==> src/rtl/cspi_pkg.sv <==
`timescale 1ns/1ps
package cspi_pkg;
   localparam int BYTE_W     = 8;
   localparam int HDR_BYTES  = 8;
   localparam int TAIL_BYTES = 8;
   localparam int HDR_BITS   = 36;
   localparam int CRC_W      = 7;
   localparam logic [CRC_W-1:0] CRC_POLY = 7'h09;
   localparam logic [BYTE_W-1:0] FILL_BYTE = 8'hFF;

   typedef enum logic [1:0] {
      ST_IDLE = 2'd0,
      ST_LOAD = 2'd1,
      ST_WAIT = 2'd2
   } seq_st_t;
endpackage

==> src/rtl/cspi_crc.sv <==
`timescale 1ns/1ps
module cspi_crc #(
   parameter int DATA_W = 36,
   parameter int CRC_W  = 7,
   parameter logic [CRC_W-1:0] POLY = 7'h09
) (
   input  logic [DATA_W-1:0] data,
   output logic [CRC_W-1:0]  crc
);
   initial begin
      assert (DATA_W > 0 && CRC_W > 1) else $error("cspi_crc: bad widths");
   end

   // Bitwise MSB-first LFSR, unrolled over the whole data word.
   always_comb begin
      logic [CRC_W-1:0] r;
      logic             fb;
      r = '0;
      for (int i = DATA_W - 1; i >= 0; i--) begin
         fb = r[CRC_W-1] ^ data[i];
         r  = {r[CRC_W-2:0], 1'b0};
         if (fb) r = r ^ POLY;
      end
      crc = r;
   end
endmodule

==> src/rtl/cspi_hdr_build.sv <==
`timescale 1ns/1ps
module cspi_hdr_build
   import cspi_pkg::*;
#(
   parameter int ADDR_W = 11,
   parameter int LEN_W  = 11
) (
   input  logic [6:0]        chip_id,
   input  logic              is_write,
   input  logic              is_burst,
   input  logic              fix_addr,
   input  logic [ADDR_W-1:0] addr,
   input  logic [LEN_W-1:0]  len_m1,
   input  logic [7:0]        wdata,
   output logic [63:0]       hdr
);
   localparam int FRAME_ADDR_W = 11;
   localparam int FRAME_LEN_W  = 14;

   initial begin
      assert (ADDR_W >= 1 && ADDR_W <= FRAME_ADDR_W) else $error("cspi_hdr_build: ADDR_W");
      assert (LEN_W >= 1 && LEN_W <= FRAME_LEN_W) else $error("cspi_hdr_build: LEN_W");
   end

   logic [FRAME_ADDR_W-1:0] a_f;
   logic [FRAME_LEN_W-1:0]  l_f;
   logic [7:0]              mid_byte;
   logic                    fix_bit;
   logic [HDR_BITS-1:0]     body;
   logic [CRC_W-1:0]        crc;

   assign a_f      = FRAME_ADDR_W'(addr);
   assign l_f      = is_burst ? FRAME_LEN_W'(len_m1) : '0;
   assign fix_bit  = is_burst ? fix_addr : 1'b1;
   assign mid_byte = is_burst ? l_f[11:4] : (is_write ? wdata : 8'h00);

   assign body = {1'b0, chip_id,
                  is_burst, is_write, fix_bit, a_f[10:6],
                  a_f[5:0], l_f[13:12],
                  mid_byte,
                  l_f[3:0]};

   cspi_crc #(.DATA_W(HDR_BITS), .CRC_W(CRC_W), .POLY(CRC_POLY)) u_crc (
      .data (body),
      .crc  (crc)
   );

   assign hdr = {body, crc[6:3], crc[2:0], 5'b01111, FILL_BYTE, FILL_BYTE};
endmodule

==> src/rtl/cspi_byte_shift.sv <==
`timescale 1ns/1ps
module cspi_byte_shift #(
   parameter int DIV_W     = 8,
   parameter bit MSB_FIRST = 1'b1
) (
   input  logic             clk,
   input  logic             rst_n,
   input  logic             start,
   input  logic [7:0]       tx_byte,
   input  logic [DIV_W-1:0] div,
   input  logic             miso,
   output logic             sclk,
   output logic             mosi,
   output logic             done,
   output logic [7:0]       rx_byte
);
   initial begin
      assert (DIV_W >= 1) else $error("cspi_byte_shift: DIV_W");
   end

   logic [7:0]       tx_q, rx_q, tx_next, rx_next;
   logic [2:0]       nbit;
   logic [DIV_W-1:0] cnt;
   logic             act, sclk_q, done_q, out_bit;

   generate
      if (MSB_FIRST) begin : g_msb
         assign out_bit = tx_q[7];
         assign tx_next = {tx_q[6:0], 1'b0};
         assign rx_next = {rx_q[6:0], miso};
      end else begin : g_lsb
         assign out_bit = tx_q[0];
         assign tx_next = {1'b0, tx_q[7:1]};
         assign rx_next = {miso, rx_q[7:1]};
      end
   endgenerate

   always_ff @(posedge clk or negedge rst_n) begin
      if (!rst_n) begin
         tx_q   <= '0;
         rx_q   <= '0;
         nbit   <= '0;
         cnt    <= '0;
         act    <= 1'b0;
         sclk_q <= 1'b0;
         done_q <= 1'b0;
      end else begin
         done_q <= 1'b0;
         if (start && !act) begin
            act    <= 1'b1;
            tx_q   <= tx_byte;
            nbit   <= '0;
            cnt    <= div;
            sclk_q <= 1'b0;
         end else if (act) begin
            if (cnt != '0) begin
               cnt <= cnt - 1'b1;
            end else begin
               cnt <= div;
               if (!sclk_q) begin
                  sclk_q <= 1'b1;
                  rx_q   <= rx_next;
               end else begin
                  sclk_q <= 1'b0;
                  if (nbit == 3'd7) begin
                     act    <= 1'b0;
                     done_q <= 1'b1;
                  end else begin
                     nbit <= nbit + 1'b1;
                     tx_q <= tx_next;
                  end
               end
            end
         end
      end
   end

   assign sclk    = sclk_q;
   assign mosi    = act ? out_bit : 1'b1;
   assign done    = done_q;
   assign rx_byte = rx_q;

   // data line holds while the clock is high
   a_r6_mosi_hold: assert property (@(posedge clk) disable iff (!rst_n)
      sclk_q |-> $stable(mosi));
   // clock parks low whenever no byte is in flight
   a_r6_sclk_park: assert property (@(posedge clk) disable iff (!rst_n)
      !act |-> !sclk_q);
   // byte completion leaves the shifter idle
   a_r7_done_idle: assert property (@(posedge clk) disable iff (!rst_n)
      done_q |-> !act);
endmodule

==> src/rtl/cspi_reg_master.sv <==
`timescale 1ns/1ps
module cspi_reg_master
   import cspi_pkg::*;
#(
   parameter int ADDR_W    = 11,
   parameter int MAX_BURST = 2048,
   parameter int DIV_W     = 8,
   parameter logic [7:0] ACK_CODE = 8'h47,
   localparam int LEN_W    = $clog2(MAX_BURST)
) (
   input  logic              clk,
   input  logic              rst_n,
   input  logic [6:0]        chip_id,
   input  logic [DIV_W-1:0]  sclk_div,
   input  logic              req_valid,
   input  logic              req_write,
   input  logic              req_burst,
   input  logic              req_fix,
   input  logic [ADDR_W-1:0] req_addr,
   input  logic [LEN_W-1:0]  req_len_m1,
   input  logic [7:0]        wr_byte,
   output logic              wr_take,
   output logic              rd_valid,
   output logic [7:0]        rd_byte,
   output logic              busy,
   output logic              done,
   output logic              ack_err,
   output logic              spi_sclk,
   output logic              spi_cs_n,
   output logic              spi_mosi,
   input  logic              spi_miso
);
   localparam int CNT_W   = $clog2(MAX_BURST + HDR_BYTES + TAIL_BYTES);
   localparam int ACK_POS = HDR_BYTES - 1;
   localparam int RD_POS  = HDR_BYTES - 2;

   initial begin
      assert (MAX_BURST >= 2 && MAX_BURST <= 16384) else $error("cspi_reg_master: MAX_BURST");
   end

   seq_st_t           st;
   logic              write_q, burst_q, fix_q, ack_ok;
   logic [ADDR_W-1:0] addr_q;
   logic [LEN_W-1:0]  len_q;
   logic [7:0]        wdata_q, rd_cap;
   logic [CNT_W-1:0]  idx, pay_last, last_idx;
   logic              done_q, err_q, rdv_q;
   logic [7:0]        rdb_q;

   logic [63:0]       hdr;
   logic [2:0]        bsel;
   logic [7:0]        hdr_byte, tx_sel, sh_rx;
   logic              is_pay, sh_start, sh_done, ack_now, take_single;

   cspi_hdr_build #(.ADDR_W(ADDR_W), .LEN_W(LEN_W)) u_hdr (
      .chip_id  (chip_id),
      .is_write (write_q),
      .is_burst (burst_q),
      .fix_addr (fix_q),
      .addr     (addr_q),
      .len_m1   (len_q),
      .wdata    (wdata_q),
      .hdr      (hdr)
   );

   cspi_byte_shift #(.DIV_W(DIV_W), .MSB_FIRST(1'b1)) u_shift (
      .clk     (clk),
      .rst_n   (rst_n),
      .start   (sh_start),
      .tx_byte (tx_sel),
      .div     (sclk_div),
      .miso    (spi_miso),
      .sclk    (spi_sclk),
      .mosi    (spi_mosi),
      .done    (sh_done),
      .rx_byte (sh_rx)
   );

   assign pay_last = CNT_W'(HDR_BYTES) + CNT_W'(len_q);
   assign last_idx = burst_q ? (pay_last + CNT_W'(TAIL_BYTES)) : CNT_W'(HDR_BYTES - 1);
   assign is_pay   = burst_q && (idx >= CNT_W'(HDR_BYTES)) && (idx <= pay_last);
   assign bsel     = 3'd7 - idx[2:0];
   assign hdr_byte = hdr[{bsel, 3'b000} +: 8];
   assign ack_now  = (idx == CNT_W'(ACK_POS)) ? (sh_rx == ACK_CODE) : ack_ok;

   always_comb begin
      if (idx < CNT_W'(HDR_BYTES))  tx_sel = hdr_byte;
      else if (is_pay && write_q)   tx_sel = wr_byte;
      else                          tx_sel = FILL_BYTE;
   end

   assign sh_start    = (st == ST_LOAD);
   assign take_single = !burst_q && write_q && (idx == '0);
   assign wr_take     = (st == ST_LOAD) && (take_single || (is_pay && write_q));

   always_ff @(posedge clk or negedge rst_n) begin
      if (!rst_n) begin
         st      <= ST_IDLE;
         write_q <= 1'b0;
         burst_q <= 1'b0;
         fix_q   <= 1'b0;
         addr_q  <= '0;
         len_q   <= '0;
         wdata_q <= '0;
         rd_cap  <= '0;
         idx     <= '0;
         ack_ok  <= 1'b0;
         done_q  <= 1'b0;
         err_q   <= 1'b0;
         rdv_q   <= 1'b0;
         rdb_q   <= '0;
      end else begin
         done_q <= 1'b0;
         err_q  <= 1'b0;
         rdv_q  <= 1'b0;
         unique case (st)
            ST_IDLE: begin
               if (req_valid) begin
                  write_q <= req_write;
                  burst_q <= req_burst;
                  fix_q   <= req_fix;
                  addr_q  <= req_addr;
                  len_q   <= req_len_m1;
                  idx     <= '0;
                  ack_ok  <= 1'b0;
                  st      <= ST_LOAD;
               end
            end
            ST_LOAD: begin
               if (take_single) wdata_q <= wr_byte;
               st <= ST_WAIT;
            end
            ST_WAIT: begin
               if (sh_done) begin
                  if (!burst_q && idx == CNT_W'(RD_POS)) rd_cap <= sh_rx;
                  if (idx == CNT_W'(ACK_POS)) ack_ok <= (sh_rx == ACK_CODE);
                  if (is_pay && !write_q && ack_now) begin
                     rdv_q <= 1'b1;
                     rdb_q <= sh_rx;
                  end
                  if (idx == last_idx) begin
                     st     <= ST_IDLE;
                     done_q <= 1'b1;
                     err_q  <= !ack_now;
                     if (!burst_q && !write_q && ack_now) begin
                        rdv_q <= 1'b1;
                        rdb_q <= rd_cap;
                     end
                  end else begin
                     idx <= idx + 1'b1;
                     st  <= ST_LOAD;
                  end
               end
            end
            default: st <= ST_IDLE;
         endcase
      end
   end

   assign busy     = (st != ST_IDLE);
   assign spi_cs_n = (st == ST_IDLE);
   assign done     = done_q;
   assign ack_err  = err_q;
   assign rd_valid = rdv_q;
   assign rd_byte  = rdb_q;

   // completion is a single-cycle pulse
   a_r12_done_pulse: assert property (@(posedge clk) disable iff (!rst_n)
      done |=> !done);
   // acknowledge error only reported with completion
   a_r8_err_with_done: assert property (@(posedge clk) disable iff (!rst_n)
      ack_err |-> done);
   // no serial clock while deselected
   a_r7_sclk_quiet: assert property (@(posedge clk) disable iff (!rst_n)
      spi_cs_n |-> !spi_sclk);
   // burst read bytes arrive while the slave is still selected
   a_r10_rd_in_frame: assert property (@(posedge clk) disable iff (!rst_n)
      (rd_valid && !done) |-> !spi_cs_n);
   // payload is pulled only inside a transaction
   a_r11_take_busy: assert property (@(posedge clk) disable iff (!rst_n)
      wr_take |-> !spi_cs_n);
endmodule

==> config.mk <==
export PLATFORM = sky130hd
export DESIGN_NAME = cspi_reg_master
export DESIGN_NICKNAME = d
export VERILOG_FILES = /design/src/rtl/cspi_pkg.sv /design/src/rtl/cspi_crc.sv /design/src/rtl/cspi_hdr_build.sv /design/src/rtl/cspi_byte_shift.sv /design/src/rtl/cspi_reg_master.sv
export SDC_FILE = /design/constraint.sdc
export NUM_CORES = 1
export LEC_CHECK = 0
export ABC_AREA = 1
export BUFFER_PORTS_ARGS = -buffer_cell sky130_fd_sc_hd__buf_2
export CAP_MARGIN = 10
export CELL_PAD_IN_SITES_DETAIL_PLACEMENT = 1
export CELL_PAD_IN_SITES_GLOBAL_PLACEMENT = 1
export CORE_UTILIZATION = 40
export DETAILED_ROUTE_END_ITERATION = 6
export PLACE_DENSITY = 0.85
export RECOVER_POWER = 100
export SLEW_MARGIN = 20
export SYNTH_ARGS = -nofsm -noshare
export SYNTH_HDL_FRONTEND = slang
export SYNTH_SLANG_ARGS = --single-unit
==> constraint.sdc <==
create_clock -name clk -period 6 [get_ports clk]
set_clock_uncertainty 0.2 [all_clocks]
set_input_delay 0 -clock clk [delete_from_list [all_inputs] [get_ports clk]]
set_output_delay 0 -clock clk [all_outputs]
set_load 0.01 [all_outputs]
==> impl_metrics.env <==
export IMPL_diodes=0
export IMPL_dominantRegCellSynth="dfrtp_1"
export IMPL_dieArea_mm2=0.0179
export IMPL_clk_path_buf_depth=2
export IMPL_irDropWorstVdd_uv=244
export IMPL_synthTopCellsByArea="dfrtp_1, nand2_1, inv_1"
export IMPL_avgViaCountPerCell=5.37
export IMPL_worstPathRequired_ps=6040
export IMPL_drt_iter0_drc=294
export IMPL_clk_pin_slew_ps=80
export IMPL_grt_pass1_wl_um=39100
export IMPL_cts_htree_levels=3
export IMPL_synth_most_common_cell="nand2_1"
export IMPL_finalCritPeriodShare_pct=71.2
export IMPL_tns_ps=0
export IMPL_drive_above_1_share_pct=7.09
export IMPL_p_per_area_mw_per_mm2=466
export IMPL_ys_warn_count=0
export IMPL_setup_worst_path_end_class="register"
export IMPL_yosysTopAreaCell="dfrtp_1"
export IMPL_initial_core_util_pct=41.4
export IMPL_first_pass_iters=4
export IMPL_final_max_slew_viol_count=150
export IMPL_wl_per_cell_um=16.9
export IMPL_status="finished, violations left"
export IMPL_min_period_ps=4270
export IMPL_synth_edf_count=0
export IMPL_utilization_pct=48.7
export IMPL_grt_usage_pct=27.9
export IMPL_cpMostUsedCell="nor2_1"
export IMPL_place_congestion=0.907
export IMPL_swShare_pct=50.2
export IMPL_cts_root_buffer_cell="clkbuf_16"
export IMPL_intPower_mw=1.89
export IMPL_hold_viol_final=0
export IMPL_setup_viol_count_final=0
export IMPL_hpwl_um=16700
export IMPL_cp_cell_sequence="inv_1, nor2_1, xor2_1, nor2_1, nand3_1, nor2_1, nand4_1, nor3b_1, nor3b_1, nand4_2, nand2_1, inv_1, nand3_1, o21ai_0"
export IMPL_worst_pin_slew_ps=3410
export IMPL_yosys_top_cells_count="nand2_1, inv_1, dfrtp_1, nor2_1, nand3_1"
export IMPL_io_pins=68
export IMPL_maxCapViolations=3
export IMPL_cp_start_kind="register"
export IMPL_grt_pass1_vias=7782
export IMPL_synth_seq_area_share_pct=35.0
export IMPL_maxSlewHeadroom_pct=-127
export IMPL_cts_made_buffers=9
export IMPL_gr_total_overflow=0
export IMPL_antenna_found_initial=0
export IMPL_p_leak_nw=4.18
export IMPL_ys_ff_latch=97
export IMPL_arrival_ps=4310
export IMPL_max_freq_mhz=234
export IMPL_synth_fp_nets=1138
export IMPL_pwr_share_seq_pct=26.9
export IMPL_layout_nets=1238
export IMPL_drc=0
export IMPL_cts_resized_gates=0
export IMPL_cts_hold_buf=45
export IMPL_grt_max_degree=60
export IMPL_power_switching_mw=1.91
export IMPL_die_w_um=134
export IMPL_numPortBuffers=67
export IMPL_ff2ff_setup_slack_ps=1730
export IMPL_die_y_um=134
export IMPL_violations="capacitance limit, slew limit"
export IMPL_slowest_delay_ps=830
export IMPL_critPathKind="register to register"
export IMPL_ant_nets=0
export IMPL_cts_setup_buffers=0
export IMPL_synthArstFlopShare_pct=100
export IMPL_clkSinkCount=97
export IMPL_postRouteWirelength_um=23500
export IMPL_cts_tree="done"
export IMPL_rsz0062_at_grt="no"
export IMPL_hp_class="input port to register"
export IMPL_insertion_delay_ps=370
export IMPL_placed_cell_area_mm2=0.00744
export IMPL_yosysUniqueCellTypes=40
export IMPL_synth_avg_cell_area_um2=6.51
export IMPL_cp_slowest_cell="dfrtp_1"
export IMPL_synth_top_area_share_pct=35.0
export IMPL_pwr_share_clk_pct=17.1
export IMPL_syn_area_mm2=0.00693
export IMPL_area_growth_pct=17.7
export IMPL_syn_inst=1065
export IMPL_path_max_fanout=21
export IMPL_rows=47
export IMPL_fp_coreArea_mm2=0.0168
export IMPL_design_area_mm2=0.00816
export IMPL_share_comb_of_total_power_pct=56.0
export IMPL_vias=7458
[through the flow]
step | setup slack, ps | power [mW] | hold slack [ps] | instances
CTS | 1950 | 3.80 | 60.9 | 1390
global route | 1110 | 4.15 | 116 | 1390
finish | 1730 | 3.80 | 43.7 | 1390
floorplan | 2850 | 2.59 | -496 | 1065
detailed placement | 2010 | 3.12 | -194 | 1329
global placement | 2330 | 3.03 | -194 | 1329
[registers in the layout, summed over array words and instances, names as in the netlist, 3 cells and up]
signal / count
addr_q: 11
idx: 12
len_q: 11
rd_byte: 8
rd_cap: 8
u_shift.cnt: 8
u_shift.nbit: 3
u_shift.rx_byte: 8
u_shift.tx_q: 8
wdata_q: 8
[power groups by stage]
stage	sequential, mW	clock, mW	combinational (mW)
finish	1.02	0.650	2.13
CTS	1.01	0.651	2.14
global placement	1.02	0	2.01
global route	1.04	0.675	2.43
detailed placement	1.02	0	2.10
floorplan	0.953	0	1.63
[placed cells by master (no fill, tap or decap), types with 2 or more instances in the layout]
master           n
buf_2           50
dfrtp_1         97
nand4_1         13
inv_8            2
inv_6            3
clkinv_1         3
ha_1            21
o21ai_1          3
clkbuf_1        19
a221oi_1         3
xor2_1          18
nand4_2          2
a22oi_1          2
nand2_1        369
inv_1          130
o211ai_1         3
nand3_1         87
o22ai_1          4
or2_2            4
nor4_1           4
clkbuf_16        9
mux2_2           4
nand2_2          2
nor2_1          88
o21a_1           5
o21ai_0         95
dlygate4sd3_1   44
nor3_1           7
o221ai_1         2
xnor2_1          3
o21ai_2          2
nor3b_1          4
a21oi_1         60
[cells by family (layout without fill, tap and decap cells)]
logic type | Yosys count | in the layout | share of synthesized area [%]
simple gates | 582 | 582 | 34.8
buf+inv | 158 | 263 | 8.86
mux | 4 | 4 | 0.650
flops | 97 | 97 | 35.0
fa+ha+maj | 21 | 21 | 3.79
compound gates | 181 | 181 | 14.0
xor+xnor | 22 | 22 | 2.89
[per-layer routing]
metal	global-route usage, %	up-vias	share of wire [%]
li1	-	3627	-
met1	33.7	3653	44
met2	50.0	126	51
met3	2.85	52	2.1
met4	12.6	0	3.3
met5	0	-	0
[worst max-delay path: cells and delay by family, from the launching register on]
kind                      cells  cell delay (ps)
AOI/OAI and AO/OA             1              100
xor gates and xnor gates      1               90
buffers and inverters         2              750
DFF                           1              830
and+or+nand+nor              10             2150
[path summary, 6_finish.rpt]
path                       cells past startpoint                     endpoint                         from
setup / recovery                              14          idx[10]$_DFFE_PN0P_          burst_q$_DFFE_PN0P_
hold / removal                                 7  u_shift.tx_q[0]$_DFFE_PN0P_                   chip_id[0]
setup reg to reg                              14          idx[10]$_DFFE_PN0P_          burst_q$_DFFE_PN0P_
hold reg to reg                                2  u_shift.tx_q[1]$_DFFE_PN0P_  u_shift.tx_q[1]$_DFFE_PN0P_
max in group asynchronous                      4           idx[4]$_DFFE_PN0P_                        rst_n
min in group asynchronous                      4  u_shift.nbit[1]$_DFFE_PN0P_                        rst_n
[area by class of cell]
type                            instances  area [um^2]
Fill cell                            2260         8600
Multi-Input combinational cell        810         3870
Sequential cell                        97         2430
Timing Repair Buffer                  113          762
Inverter                              134          503
Tap cell                              220          275
Clock buffer                           10          239
Clock inverter                          6         78.8
Note: power is estimated with default switching activity, not from simulation.
